<file path="src/rtl/osw_pkg.sv">
package osw_pkg;
    typedef enum logic [1:0] {
        CAUSE_POR = 2'd0,
        CAUSE_EXT = 2'd1,
        CAUSE_SW  = 2'd2,
        CAUSE_WDT = 2'd3
    } osw_cause_e;

    typedef enum logic [1:0] {
        MODE_MAIN  = 2'd0,
        MODE_SUB   = 2'd1,
        MODE_MSTOP = 2'd2,
        MODE_SSTOP = 2'd3
    } osw_mode_e;
endpackage

</file>
<file path="src/rtl/osw_qualify.sv">
module osw_qualify
    import osw_pkg::*;
#(
    parameter bit HAS_POR = 1'b1
) (
    input  logic       rst_event,
    input  logic [1:0] rst_cause,
    input  logic [1:0] cur_mode,
    input  logic       ext_wake,
    input  logic       clk_sel_req,
    output logic       main_start,
    output logic       main_rel,
    output logic       sub_start,
    output logic       sub_rel
);
    osw_cause_e cause;
    osw_mode_e  mode;
    logic       in_stop;
    logic       main_on_rst;

    assign cause   = osw_cause_e'(rst_cause);
    assign mode    = osw_mode_e'(cur_mode);
    assign in_stop = (mode == MODE_MSTOP) || (mode == MODE_SSTOP);

    // Which reset events require the main oscillator to settle
    generate
        if (HAS_POR) begin : g_por
            assign main_on_rst = (cause == CAUSE_POR)
                              || ((cause == CAUSE_EXT) && ((mode == MODE_SUB) || in_stop));
        end else begin : g_nopor
            assign main_on_rst = ((cause == CAUSE_SW) || (cause == CAUSE_WDT))
                              && (mode == MODE_SUB);
        end
    endgenerate

    always_comb begin
        main_start = 1'b0;
        main_rel   = 1'b0;
        sub_start  = 1'b0;
        sub_rel    = 1'b0;
        if (rst_event) begin
            main_start = main_on_rst;
            main_rel   = !main_on_rst;
            sub_start  = (cause == CAUSE_POR);
            sub_rel    = (cause != CAUSE_POR);
        end else begin
            main_start = clk_sel_req && (mode == MODE_SUB);
            sub_start  = ext_wake && (mode == MODE_SSTOP);
        end
    end
endmodule

</file>
<file path="src/rtl/osw_wait_timer.sv">
module osw_wait_timer #(
    parameter int unsigned CW = 15
) (
    input  logic          clk,
    input  logic          rst_n,
    input  logic          start,
    input  logic          rel,
    input  logic          tick,
    input  logic [CW-1:0] term,
    output logic          rdy,
    output logic          waiting
);
    typedef struct packed {
        logic          waiting;
        logic          rdy;
        logic [CW-1:0] cnt;
        logic [CW-1:0] term;
    } tmr_t;

    tmr_t s_d, s_q;

    always_comb begin
        s_d = s_q;
        if (start) begin
            s_d.waiting = 1'b1;
            s_d.rdy     = 1'b0;
            s_d.cnt     = '0;
            s_d.term    = term;
        end else if (rel) begin
            s_d.waiting = 1'b0;
            s_d.rdy     = 1'b1;
            s_d.cnt     = '0;
        end else if (s_q.waiting && tick) begin
            if (s_q.cnt == s_q.term) begin
                s_d.waiting = 1'b0;
                s_d.rdy     = 1'b1;
                s_d.cnt     = '0;
            end else begin
                s_d.cnt = s_q.cnt + 1'b1;
            end
        end
    end

    always_ff @(posedge clk or negedge rst_n) begin
        if (!rst_n) s_q <= '0;
        else        s_q <= s_d;
    end

    assign rdy     = s_q.rdy;
    assign waiting = s_q.waiting;
endmodule

</file>
<file path="src/rtl/osw_ctrl.sv">
module osw_ctrl
    import osw_pkg::*;
#(
    parameter bit          HAS_POR     = 1'b1,
    parameter int unsigned SEL_INIT    = 3,
    parameter int unsigned SUB_EXP     = 15,
    parameter int unsigned MAIN_EXP[4] = '{2, 12, 13, 14}
) (
    input  logic       clk,
    input  logic       rst_n,
    input  logic       rst_event,
    input  logic [1:0] rst_cause,
    input  logic [1:0] cur_mode,
    input  logic       ext_wake,
    input  logic       clk_sel_req,
    input  logic       sel_wr,
    input  logic [1:0] sel_wdata,
    input  logic       main_tick,
    input  logic       sub_tick,
    output logic       main_rdy,
    output logic       sub_rdy,
    output logic       busy
);
    function automatic int unsigned widest();
        int unsigned m = 1;
        for (int i = 0; i < 4; i++) if (MAIN_EXP[i] > m) m = MAIN_EXP[i];
        return m;
    endfunction

    localparam int unsigned MCW = widest();
    localparam logic [1:0]  SEL_RST = 2'(SEL_INIT);

    typedef struct packed {
        logic [1:0] sel;
    } ctl_t;

    ctl_t c_d, c_q;

    logic             main_start, main_rel, sub_start, sub_rel;
    logic             main_wait, sub_wait;
    logic [1:0]       sel_eff;
    logic [MCW:0]     main_pow;
    logic [MCW-1:0]   main_term;
    logic [SUB_EXP-1:0] sub_term;

    always_comb begin
        c_d = c_q;
        if (rst_event)   c_d.sel = SEL_RST;
        else if (sel_wr) c_d.sel = sel_wdata;
    end

    always_ff @(posedge clk or negedge rst_n) begin
        if (!rst_n) c_q.sel <= SEL_RST;
        else        c_q     <= c_d;
    end

    // A reset event measures its wait with the build-time code
    always_comb begin
        sel_eff   = rst_event ? SEL_RST : c_q.sel;
        main_pow  = (MCW+1)'(1) << MAIN_EXP[sel_eff];
        main_term = MCW'(main_pow - (MCW+1)'(1));
        sub_term  = '1;
    end

    osw_qualify #(.HAS_POR(HAS_POR)) u_qual (
        .rst_event   (rst_event),
        .rst_cause   (rst_cause),
        .cur_mode    (cur_mode),
        .ext_wake    (ext_wake),
        .clk_sel_req (clk_sel_req),
        .main_start  (main_start),
        .main_rel    (main_rel),
        .sub_start   (sub_start),
        .sub_rel     (sub_rel)
    );

    osw_wait_timer #(.CW(MCW)) u_main_tmr (
        .clk     (clk),
        .rst_n   (rst_n),
        .start   (main_start),
        .rel     (main_rel),
        .tick    (main_tick),
        .term    (main_term),
        .rdy     (main_rdy),
        .waiting (main_wait)
    );

    osw_wait_timer #(.CW(SUB_EXP)) u_sub_tmr (
        .clk     (clk),
        .rst_n   (rst_n),
        .start   (sub_start),
        .rel     (sub_rel),
        .tick    (sub_tick),
        .term    (sub_term),
        .rdy     (sub_rdy),
        .waiting (sub_wait)
    );

    assign busy = main_wait | sub_wait;
endmodule


</file>
<file path="config.mk">
export PLATFORM = sky130hd
export DESIGN_NAME = osw_ctrl
export DESIGN_NICKNAME = d
export VERILOG_FILES = /design/src/rtl/osw_pkg.sv /design/src/rtl/osw_qualify.sv /design/src/rtl/osw_wait_timer.sv /design/src/rtl/osw_ctrl.sv
export SDC_FILE = /design/constraint.sdc
export NUM_CORES = 1
export LEC_CHECK = 0
export ABC_AREA = 1
export BUFFER_PORTS_ARGS = -buffer_cell sky130_fd_sc_hd__buf_2
export CAP_MARGIN = 40
export CORE_AREA = 2 2 79 81
export DETAILED_ROUTE_END_ITERATION = 10
export DIE_AREA = 0 0 81 83
export GPL_TIMING_DRIVEN = 0
export MAX_ROUTING_LAYER = met4
export PLACE_DENSITY = 0.66
export SLEW_MARGIN = 10
export SYNTH_ARGS = -nofsm -noshare
export SYNTH_HDL_FRONTEND = slang
export SYNTH_SLANG_ARGS = --single-unit
</file>
<file path="constraint.sdc">
create_clock -name clk -period 1.8 [get_ports clk]
set_input_delay 0.09 -clock clk [delete_from_list [all_inputs] [get_ports clk]]
set_output_delay 0.09 -clock clk [all_outputs]
set_load 0.03 [all_outputs]
</file>
==> results.yml, run 1 <==
clock_tree:
  clock_buffer_count_from_cts: 5
  cts_htree_levels: 2
  clock_sink_count: 41
  clk_path_buf_depth: 2
  clock_tree.root_cell: "clkbuf_8"
  cts.reportedPaths.clkPinSlew_ns: 0.08
  cts_setup_buffers: 0
  insertion_delay_ns: 0.30
  tritoncts: "built"
critical_path:
  startpoint_type: "flop"
  crit_path_end_kind: "flop"
  crit_slowest_cell: "dfrtp_1"
  timing.critical_path.arrival_ns: 1.82
  critical_path_peak_fanout: 8
  cp.required_ns: 1.98
  worstReg2RegStart: "u_sub_tmr.s_q[22]"
  critical_path.startpoint: "u_sub_tmr.s_q[22]"
  crit_path_cell_trace: "buf_2, nor2_1, nand3_1, o21ai_0, nand2_1, nand2_1, nand2_2, inv_1, nor2_1"
  crit_type: "flop to flop"
  cpPeakStageDelay_ns: 0.37
sta:
  timing.final.hold_violations: 0
  max-slew-margin-rel: 0.574
  post-route-worst-setup-slack_ns: 0.164
  rsz0062_at_grt: "no"
  finalSetupTns_ns: 0
  final_min_period_over_clock_period: 0.909
  setup_violators_final: 0
  tightest_slew_ns: 0.632
  timing.clock.skew_ns: 0.00782
  timing_max_transition_violations_final: 0
  final.min_clock_period_ns: 1.64
  fmax_mhz: 611
  hold_ws_ns: 0.0264
floorplan:
  initial_core_util: 0.432
  floorplan.rows: 28
  fp.coreArea_mm2: 0.00582
  die-area_mm2: 0.00672
  top_level_ports: 17
  die-width_um: 81
  die_height_um: 83
routing:
  totalWireLength_um: 5660
  uppermost_metal_layer_occupied_by_signal_nets: "met4"
  route.antenna.remaining_nets: 0
  met2RoutedLength_um: 2570
  route.met3.wl_um: 237
  m1WireLength_um: 2770
  vias: 2296
  viasPerCell: 4.98
  drc_errors: 0
  detailedRoute.firstIterationViolations: 190
  wire_per_inst_um: 12.3
  drtPass1Iterations: 4
yosys:
  asyncSetResetFlopFracSynth: 1.00
  synth_cell_types: 29
  ys.flop_type: "dfrtp_1"
  netlist.area_leader.share: 0.388
  synth_area_leaders: "dfrtp_1 39%, nand2_1 16%, inv_1 7.9%, nand3_1 6.6%, nor2_1 5.1%"
  syn-mean-instance-area_um2: 7.00
  most_repeated_cell_in_the_gate_level_netlist_after_synthesis: "nand2_1"
  yosysWarningCount: 0
  synthTopCellsByCount: "108 x nand2_1, 53 x inv_1, 39 x dfrtp_1"
  synth_largest_area_cell: "dfrtp_1"
  synthCells: 359
  number_of_enable_type_register_cells_in_the_synthesized_netlist: 0
  netlist_area_mm2: 0.00251
  syn_nets: 375
  synth.yosys.seq_area_share: 0.409
  yosys_register_bits: 41
pwr:
  power_leakage_uw: 0.00143
  totalPowerFinal_uw: 2070
  irDropWorstVdd_v: 0.000569
  power_density_mw_per_mm2: 727
placed_design:
  pre_cts_ws_ns: 0.169
  numPortBuffers: 16
  dpl-instance-area_mm2: 0.00271
  gp_routability_congestion: 0.891
  dp.final_hpwl_um: 4140
global_routing:
  overflow: 0
  wire_length_of_the_first_global_routing_pass_um: 9830
  grt.total_usage: 0.190
  antenna_found_initial: 0
  number_of_global_route_vias_before_repair: 2081
  pin_count_of_the_biggest_net_entering_global_routing: 28
cells_and_area:
  final_net_count: 401
  syn_to_final_growth_pct: 13.2
  final_area_mm2: 0.00285
  fraction_of_layout_instances_using_a_drive_strength_above_1: 0.132
  num_antenna_cells: 0
  fill_cell_count: 591
worst_hold_path:
  start_point_of_the_worst_min_delay_path: "sel_wdata[0]"
  hold_path_class: "primary input to flop"
flow_run:
  cap_violations: 0
outcome:
  outcome: "complete, no violations"
cells in the final DEF (no fill, tap or decap), types with 3 or more instances in the layout:
cell type	instances
a21oi_1	13
buf_2	19
clkbuf_8	6
dfrtp_1	37
inv_1	53
inv_2	4
nand2_1	108
nand2_2	4
nand3_1	33
nand4_1	12
nor2_1	34
nor3_1	4
o21ai_0	17
o21bai_1	3
o22ai_1	4
or2_2	3
xor2_1	7
through the flow:
step                      std cells  utilization
after floorplan                 359            -
after global placement          450        0.462
after detailed placement        451        0.466
after CTS                       461        0.489
after global routing            461        0.489
final                           461        0.489
per-layer routing:
metal / GRT usage / vias to the layer above
met5: - / -
met4: 0.0570 / 0
met3: 0.0250 / 9
met2: 0.274 / 48
met1: 0.278 / 1052
li1: - / 1187
report_power, final:
part / switching [µW] / internal [µW] / leakage (µW)
Combinational: 188 / 95.7 / 0.000848
Clock: 334 / 453 / 0.0000585
Sequential: 34.6 / 964 / 0.000527
Total: 557 / 1510 / 0.00143
cell families (layout without fill, tap and decap cells):
logic type,after synthesis,after routing,synth area share
compound gates,39,39,0.0846
xor+xnor,7,7,0.0244
fa+ha+maj,2,2,0.00995
buf+inv,63,90,0.106
flops,41,41,0.409
simple gates,207,207,0.366
worst max-delay path, delay by kind of cell (launching register included):
kind / cells / cell delay, ns
simple gates: 6 / 0.66
buf+inv: 2 / 0.32
compound gates: 1 / 0.16
flops: 1 / 0.37
final timing paths:
check | to | cells after the start | slack [ns]
min in group asynchronous | u_main_tmr.rdy | 2 | 0.23
min | c_q[0] | 3 | 0.03
max | u_sub_tmr.s_q[19] | 9 | 0.16
max in group asynchronous | u_sub_tmr.s_q[24] | 3 | 1.09
max reg2reg | u_sub_tmr.s_q[19] | 9 | 0.16
min reg2reg | c_q[1] | 2 | 0.48
sequential cells by signal (all words and copies together) (netlist names):
register / count
c_q: 2
u_main_tmr.rdy: 1
u_main_tmr.s_q: 19
u_main_tmr.waiting: 1
u_sub_tmr.rdy: 1
u_sub_tmr.s_q: 16
u_sub_tmr.waiting: 1
cell type report:
type	instances	area, µm²	area share
multi-input combinational	255	1220	0.428
sequential	41	1030	0.362
inverter	57	214	0.0752
timing repair buffer	19	120	0.0422
tap	75	93.8	0.0330
clock buffer	7	86.3	0.0303
buffer	6	52.6	0.0185
clock inverter	1	30.0	0.0105
what timing repair did:
| action | CTS | global route |
|---|---|---|
| resized for setup | 0 | 2 |
| hold buffers | 2 | 0 |
| endpoints found under the hold margin | 13 | 0 |
| endpoints found under the setup margin | 0 | 4 |
(Power assumes the default switching activity.)
==> inputs of run 2 (changes only) <==
==> constraint.sdc (replaced) <==
create_clock -name clk -period 2 [get_ports clk]
set_input_delay 0.1 -clock clk [delete_from_list [all_inputs] [get_ports clk]]
set_output_delay 0.1 -clock clk [all_outputs]
set_load 0.03 [all_outputs]
==> run 2 against run 1 <==
Effect of this change:
- first-iteration DRC count is 4.7% higher
- largest power group unchanged
- clock-buffer cell count is the same
- highest routed layer unchanged
- critical path type unchanged
- critical endpoint unchanged
- combinational power is 10% lower
- clock skew rose by 0.00099 ns
- clock power fell by 10%
==> results.yml, run 2 (same netlist as run 1, synthesis figures left out) <==
critical_path:
  timing.rr.end: "u_sub_tmr.s_q[19]"
  crit_type: "flop to flop"
  worstReg2RegStart: "u_sub_tmr.s_q[24]"
  timing.critical_path.arrival_ns: 1.85
  regToRegSetupSlack_ns: 0.33
  crit_path_end_kind: "flop"
  cp.required_ns: 2.18
  worstRegToRegCells: 9
  critical_path_peak_fanout: 7
  startpoint_type: "flop"
floorplan:
  top_level_ports: 17
  initial_core_util: 0.432
  die_height_um: 83
  fp.coreArea_mm2: 0.00582
  die-width_um: 81
  floorplan.rows: 28
  die-area_mm2: 0.00672
sta:
  finalSetupTns_ns: 0
  timing_max_transition_violations_final: 0
  final_min_period_over_clock_period: 0.834
  tightest_slew_ns: 0.636
  final.min_clock_period_ns: 1.67
  timing.final.hold_violations: 0
  max-slew-margin-rel: 0.572
  rsz0062_at_grt: "no"
  fmax_mhz: 600
  timing.clock.skew_ns: 0.00881
  setup_violators_final: 0
flow_run:
  cap_violations: 0
routing:
  vias: 2292
  totalWireLength_um: 5700
  drtPass1Iterations: 4
  drc_errors: 0
  detailedRoute.firstIterationViolations: 199
  viasPerCell: 4.97
  route.antenna.remaining_nets: 0
  wire_per_inst_um: 12.4
pwr:
  totalPowerFinal_uw: 1860
  switching_share: 0.269
  total_switching_power_uw: 501
  power.clock.fraction: 0.380
  power_density_mw_per_mm2: 655
  power_leakage_uw: 0.00144
  power_frac_seq: 0.483
  share_comb_of_total_power: 0.137
  power.internal_uw: 1360
  irDropWorstVdd_v: 0.000513
global_routing:
  antenna_found_initial: 0
  pin_count_of_the_biggest_net_entering_global_routing: 28
  grt.total_usage: 0.190
  met2_usage: 0.274
  global_route.usage.met3: 0.0250
  number_of_global_route_vias_before_repair: 2081
  top_usage_layer: "met1"
  overflow: 0
  wire_length_of_the_first_global_routing_pass_um: 9830
  gr-usage-met1: 0.278
cells_and_area:
  fraction_of_layout_instances_using_a_drive_strength_above_1: 0.127
  layout_commonest_cell: "nand2_1"
  num_antenna_cells: 0
  final_core_utilization: 0.489
  fill_cell_count: 591
  most-common-layout-cells: "108 x nand2_1, 53 x inv_1, 39 x dfrtp_1"
  final_net_count: 401
  largest_register_ffs: 19
  top_register: "u_main_tmr.s_q"
  layout.cells.non_filler: 461
  syn_to_final_growth_pct: 13.1
  layout_top_registers: "u_main_tmr.s_q (19), u_sub_tmr.s_q (16), c_q (2)"
placed_design:
  numPortBuffers: 16
  dp.final_hpwl_um: 4140
  placed_cells_incl_taps: 451
  gp_routability_congestion: 0.891
clock_tree:
  insertion_delay_ns: 0.30
  cts_setup_buffers: 0
  clock_buffer_count_from_cts: 5
  cts.reportedPaths.clkPinSlew_ns: 0.08
  cts_htree_levels: 2
  clock_sink_count: 41
  clock_tree.root_cell: "clkbuf_8"
  tritoncts: "built"
  clk_path_buf_depth: 2
outcome:
  outcome: "complete, no violations"
worst_hold_path:
  min_to: "c_q[0]"
  start_point_of_the_worst_min_delay_path: "sel_wdata[0]"
  hold-path-cell-count: 3
  hold_path_class: "primary input to flop"
-- run 2: metrics by stage --
step           instance area, µm²  hold slack, ns  worst slack [ns]
3_5_place_dp                 2710          0.0495             0.369
4_1_cts                      2840          0.0391             0.356
5_1_grt                      2840          0.0546             0.163
2_1_floorplan                2510          -0.196             0.648
6_report                     2840          0.0380             0.332
3_3_place_gp                 2690           0.286             0.370
-- run 2: routing by layer --
layer | part of all wire | vias to the layer above | wire length (µm)
li1 | - | 1186 | -
met2 | 0.45 | 54 | 2540
met3 | 0.044 | 9 | 250
met1 | 0.49 | 1043 | 2820
met4 | 0.016 | 0 | 89
met5 | 0 | - | 0
-- run 2: worst max-delay path by stage --
stage,startpoint,end,slack (ns),depth (start not counted)
6_report,u_sub_tmr.s_q[24],u_sub_tmr.s_q[19],0.33,9
4_1_cts,u_sub_tmr.s_q[24],u_sub_tmr.s_q[19],0.36,9
3_5_place_dp,u_sub_tmr.s_q[24],u_sub_tmr.s_q[19],0.37,9
3_3_place_gp,u_sub_tmr.s_q[24],u_sub_tmr.s_q[19],0.37,9
5_1_grt,u_sub_tmr.s_q[15],u_sub_tmr.s_q[29],0.16,11
2_1_floorplan,u_sub_tmr.s_q[15],u_sub_tmr.s_q[29],0.65,11
-- run 2: what timing repair did --
| action | 4_1_cts | 5_1_grt |
|---|---|---|
| hold buffers | 2 | 0 |
| resized for setup | 0 | 0 |
| endpoints found under the hold margin | 13 | 0 |
-- run 2: power by group through the flow --
stage / Sequential (µW) / Combinational, µW / Clock, µW
5_1_grt: 904 / 288 / 749
3_5_place_dp: 914 / 255 / 0
6_report: 899 / 255 / 707
3_3_place_gp: 912 / 244 / 0
2_1_floorplan: 919 / 153 / 0
4_1_cts: 898 / 259 / 722
-- run 2: cell type report --
cell class                      instances  area (µm²)  share of cell area
Buffer                                  6        52.6              0.0185
Clock buffer                            7        86.3              0.0304
Clock inverter                          1        30.0              0.0106
Inverter                               57         214              0.0752
Multi-Input combinational cell        255        1220               0.429
Sequential cell                        41        1030               0.362
Tap cell                               75        93.8              0.0330
Timing Repair Buffer                   19         120              0.0422
-- run 2: worst max-delay path, stage by stage (launching register included) --
cell,delay (ns)
dfrtp_1,0.46
nand2_1,0.08
inv_1,0.15
nand3_1,0.10
o21ai_0,0.10
nand2_1,0.08
nand2_1,0.17
nand2_2,0.17
inv_1,0.16
nor2_1,0.07
==> inputs of run 3 (changes only) <==
--- a/config.mk
+++ b/config.mk
@@ -13,7 +13,7 @@
 export DIE_AREA = 0 0 81 83
 export GPL_TIMING_DRIVEN = 0
 export MAX_ROUTING_LAYER = met4
-export PLACE_DENSITY = 0.66
+export PLACE_DENSITY = 0.68
 export SLEW_MARGIN = 10
 export SYNTH_ARGS = -nofsm -noshare
 export SYNTH_HDL_FRONTEND = slang
==> constraint.sdc (replaced) <==
create_clock -name clk -period 1.5 [get_ports clk]
set_input_delay 0.075 -clock clk [delete_from_list [all_inputs] [get_ports clk]]
set_output_delay 0.075 -clock clk [all_outputs]
set_load 0.03 [all_outputs]
==> run 3 against run 2 <==
Effect of this change:
- first-iteration DRC count decreased by 4.5%
- fmax increased by 11%
- core utilization increased by 3.4 points
- clock-buffer cell count unchanged
- highest routed layer unchanged
==> results.yml, run 3 (same netlist as run 1, synthesis figures left out) <==
flow_run:
  cap_violations: 0
routing:
  detailedRoute.firstIterationViolations: 190
  totalWireLength_um: 5930
  viasPerCell: 5.03
  met2RoutedLength_um: 2770
  wire_per_inst_um: 12.5
  drc_errors: 0
  vias: 2383
  route.met3.wl_um: 289
  drtPass1Iterations: 5
  uppermost_metal_layer_occupied_by_signal_nets: "met4"
  route.antenna.remaining_nets: 0
  m1WireLength_um: 2770
cells_and_area:
  fill_cell_count: 591
  final-seq-area_mm2: 0.00103
  syn_to_final_growth_pct: 20.9
  most-common-layout-cells: "104 x nand2_1, 49 x inv_1, 34 x dfrtp_1"
  layout_commonest_cell: "nand2_1"
  final_core_utilization: 0.523
  multi_input_comb_area_mm2: 0.00132
  layout_top_registers: "u_main_tmr.s_q (19), u_sub_tmr.s_q (16), c_q (2)"
  top_register: "u_main_tmr.s_q"
  final_net_count: 415
  num_antenna_cells: 0
  fraction_of_layout_instances_using_a_drive_strength_above_1: 0.208
  largest_register_ffs: 19
placed_design:
  numPortBuffers: 16
  dp.final_hpwl_um: 4040
  gp_routability_congestion: 0.904
pwr:
  power_frac_seq: 0.515
  power_density_mw_per_mm2: 767
  total_switching_power_uw: 667
  irDropWorstVdd_v: 0.000472
  share_comb_of_total_power: 0.166
  totalPowerFinal_uw: 2330
  power.internal_uw: 1660
  power.clock.fraction: 0.319
  switching_share: 0.286
  power_leakage_uw: 0.00148
floorplan:
  fp.coreArea_mm2: 0.00582
  die_height_um: 83
  die-width_um: 81
  initial_core_util: 0.432
  top_level_ports: 17
  floorplan.rows: 28
  die-area_mm2: 0.00672
clock_tree:
  insertion_delay_ns: 0.29
  cts.reportedPaths.clkPinSlew_ns: 0.08
  cts_htree_levels: 2
  clock_buffer_count_from_cts: 5
  tritoncts: "built"
  clock_tree.root_cell: "clkbuf_8"
  clk_path_buf_depth: 2
  clock_sink_count: 41
critical_path:
  cp.required_ns: 1.69
  critical_path_peak_fanout: 7
  crit_path_end_kind: "flop"
  startpoint_type: "flop"
  timing.critical_path.arrival_ns: 1.68
  crit_type: "flop to flop"
worst_hold_path:
  hold_path_class: "primary input to flop"
sta:
  setup_violators_final: 0
  tightest_slew_ns: 0.701
  max-slew-margin-rel: 0.528
  final.min_clock_period_ns: 1.50
  rsz0062_at_grt: "yes"
  fmax_mhz: 667
  timing.final.hold_violations: 0
  final_min_period_over_clock_period: 1.00
  timing_max_transition_violations_final: 0
  timing.clock.skew_ns: 0.00937
global_routing:
  pin_count_of_the_biggest_net_entering_global_routing: 26
  antenna_found_initial: 0
  overflow: 0
  number_of_global_route_vias_before_repair: 2231
  wire_length_of_the_first_global_routing_pass_um: 9960
  grt.total_usage: 0.190
outcome:
  outcome: "complete, no violations"
[run 3: cell types whose count changed in the layout (fill, tap and decap cells not counted), sizes merged]
cell and delta:
buf +14, bufinv -1
[run 3: final timing paths]
kind                                   start                 end  slack, ns  cells past startpoint
setup / recovery           u_sub_tmr.s_q[15]   u_sub_tmr.s_q[25]     0.0005                     10
hold / removal                  sel_wdata[1]              c_q[1]      0.009                      3
setup reg to reg           u_sub_tmr.s_q[15]   u_sub_tmr.s_q[25]     0.0005                     10
hold reg to reg            u_main_tmr.s_q[0]   u_main_tmr.s_q[0]       0.48                      2
max in group asynchronous              rst_n   u_sub_tmr.s_q[24]       0.78                      3
min in group asynchronous              rst_n  u_main_tmr.s_q[15]       0.24                      2
[run 3: power groups by stage]
stage | logic (µW) | registers (µW) | clock network (µW)
2_1_floorplan | 204 | 1230 | 0
3_3_place_gp | 325 | 1220 | 0
3_5_place_dp | 336 | 1220 | 0
4_1_cts | 356 | 1200 | 759
5_1_grt | 434 | 1200 | 806
6_report | 388 | 1200 | 743
[run 3: routing by layer]
layer  GRT usage  vias up
met5           -        -
met2       0.279       70
met3      0.0337        8
met4      0.0709        0
met1       0.262     1088
li1            -     1217
[run 3: through the flow]
step	cells	cell area, µm²	hold slack, ns	worst slack [ns]	setup TNS, ns
final	474	3040	0.00871	0.000511	0
after floorplan	359	2510	-0.221	0.148	0
after global routing	474	3040	0.0206	-0.140	-1.35
after CTS	462	2850	0.0117	0.0118	0
after global placement	450	2690	0.265	-0.116	-0.655
after detailed placement	451	2710	0.0358	-0.151	-1.00
[run 3: area by class of cell]
class | instances | share of cell area
tap | 75 | 0.0309
inverter | 57 | 0.0720
buffer | 6 | 0.0173
sequential | 41 | 0.340
timing repair buffer | 33 | 0.0753
multi-input combinational | 255 | 0.436
clock buffer | 7 | 0.0284
[run 3: worst max-delay path, stage by stage (launching register included)]
cell     delay [ns]
dfrtp_1        0.43
buf_6          0.14
nand3_1        0.10
nor2_1         0.12
nand2_1        0.06
o21ai_1        0.07
nand2_1        0.11
nand2_4        0.14
nand2_8        0.09
nand2_1        0.08
nor2_1         0.05
[run 3: repair_timing]
action	4_1_cts	5_1_grt
endpoints found under the hold margin	16	0
pin swaps	0	9
hold buffers	2	0
setup endpoints to repair	10	28
buffers inserted	2	12
resized for setup	7	33
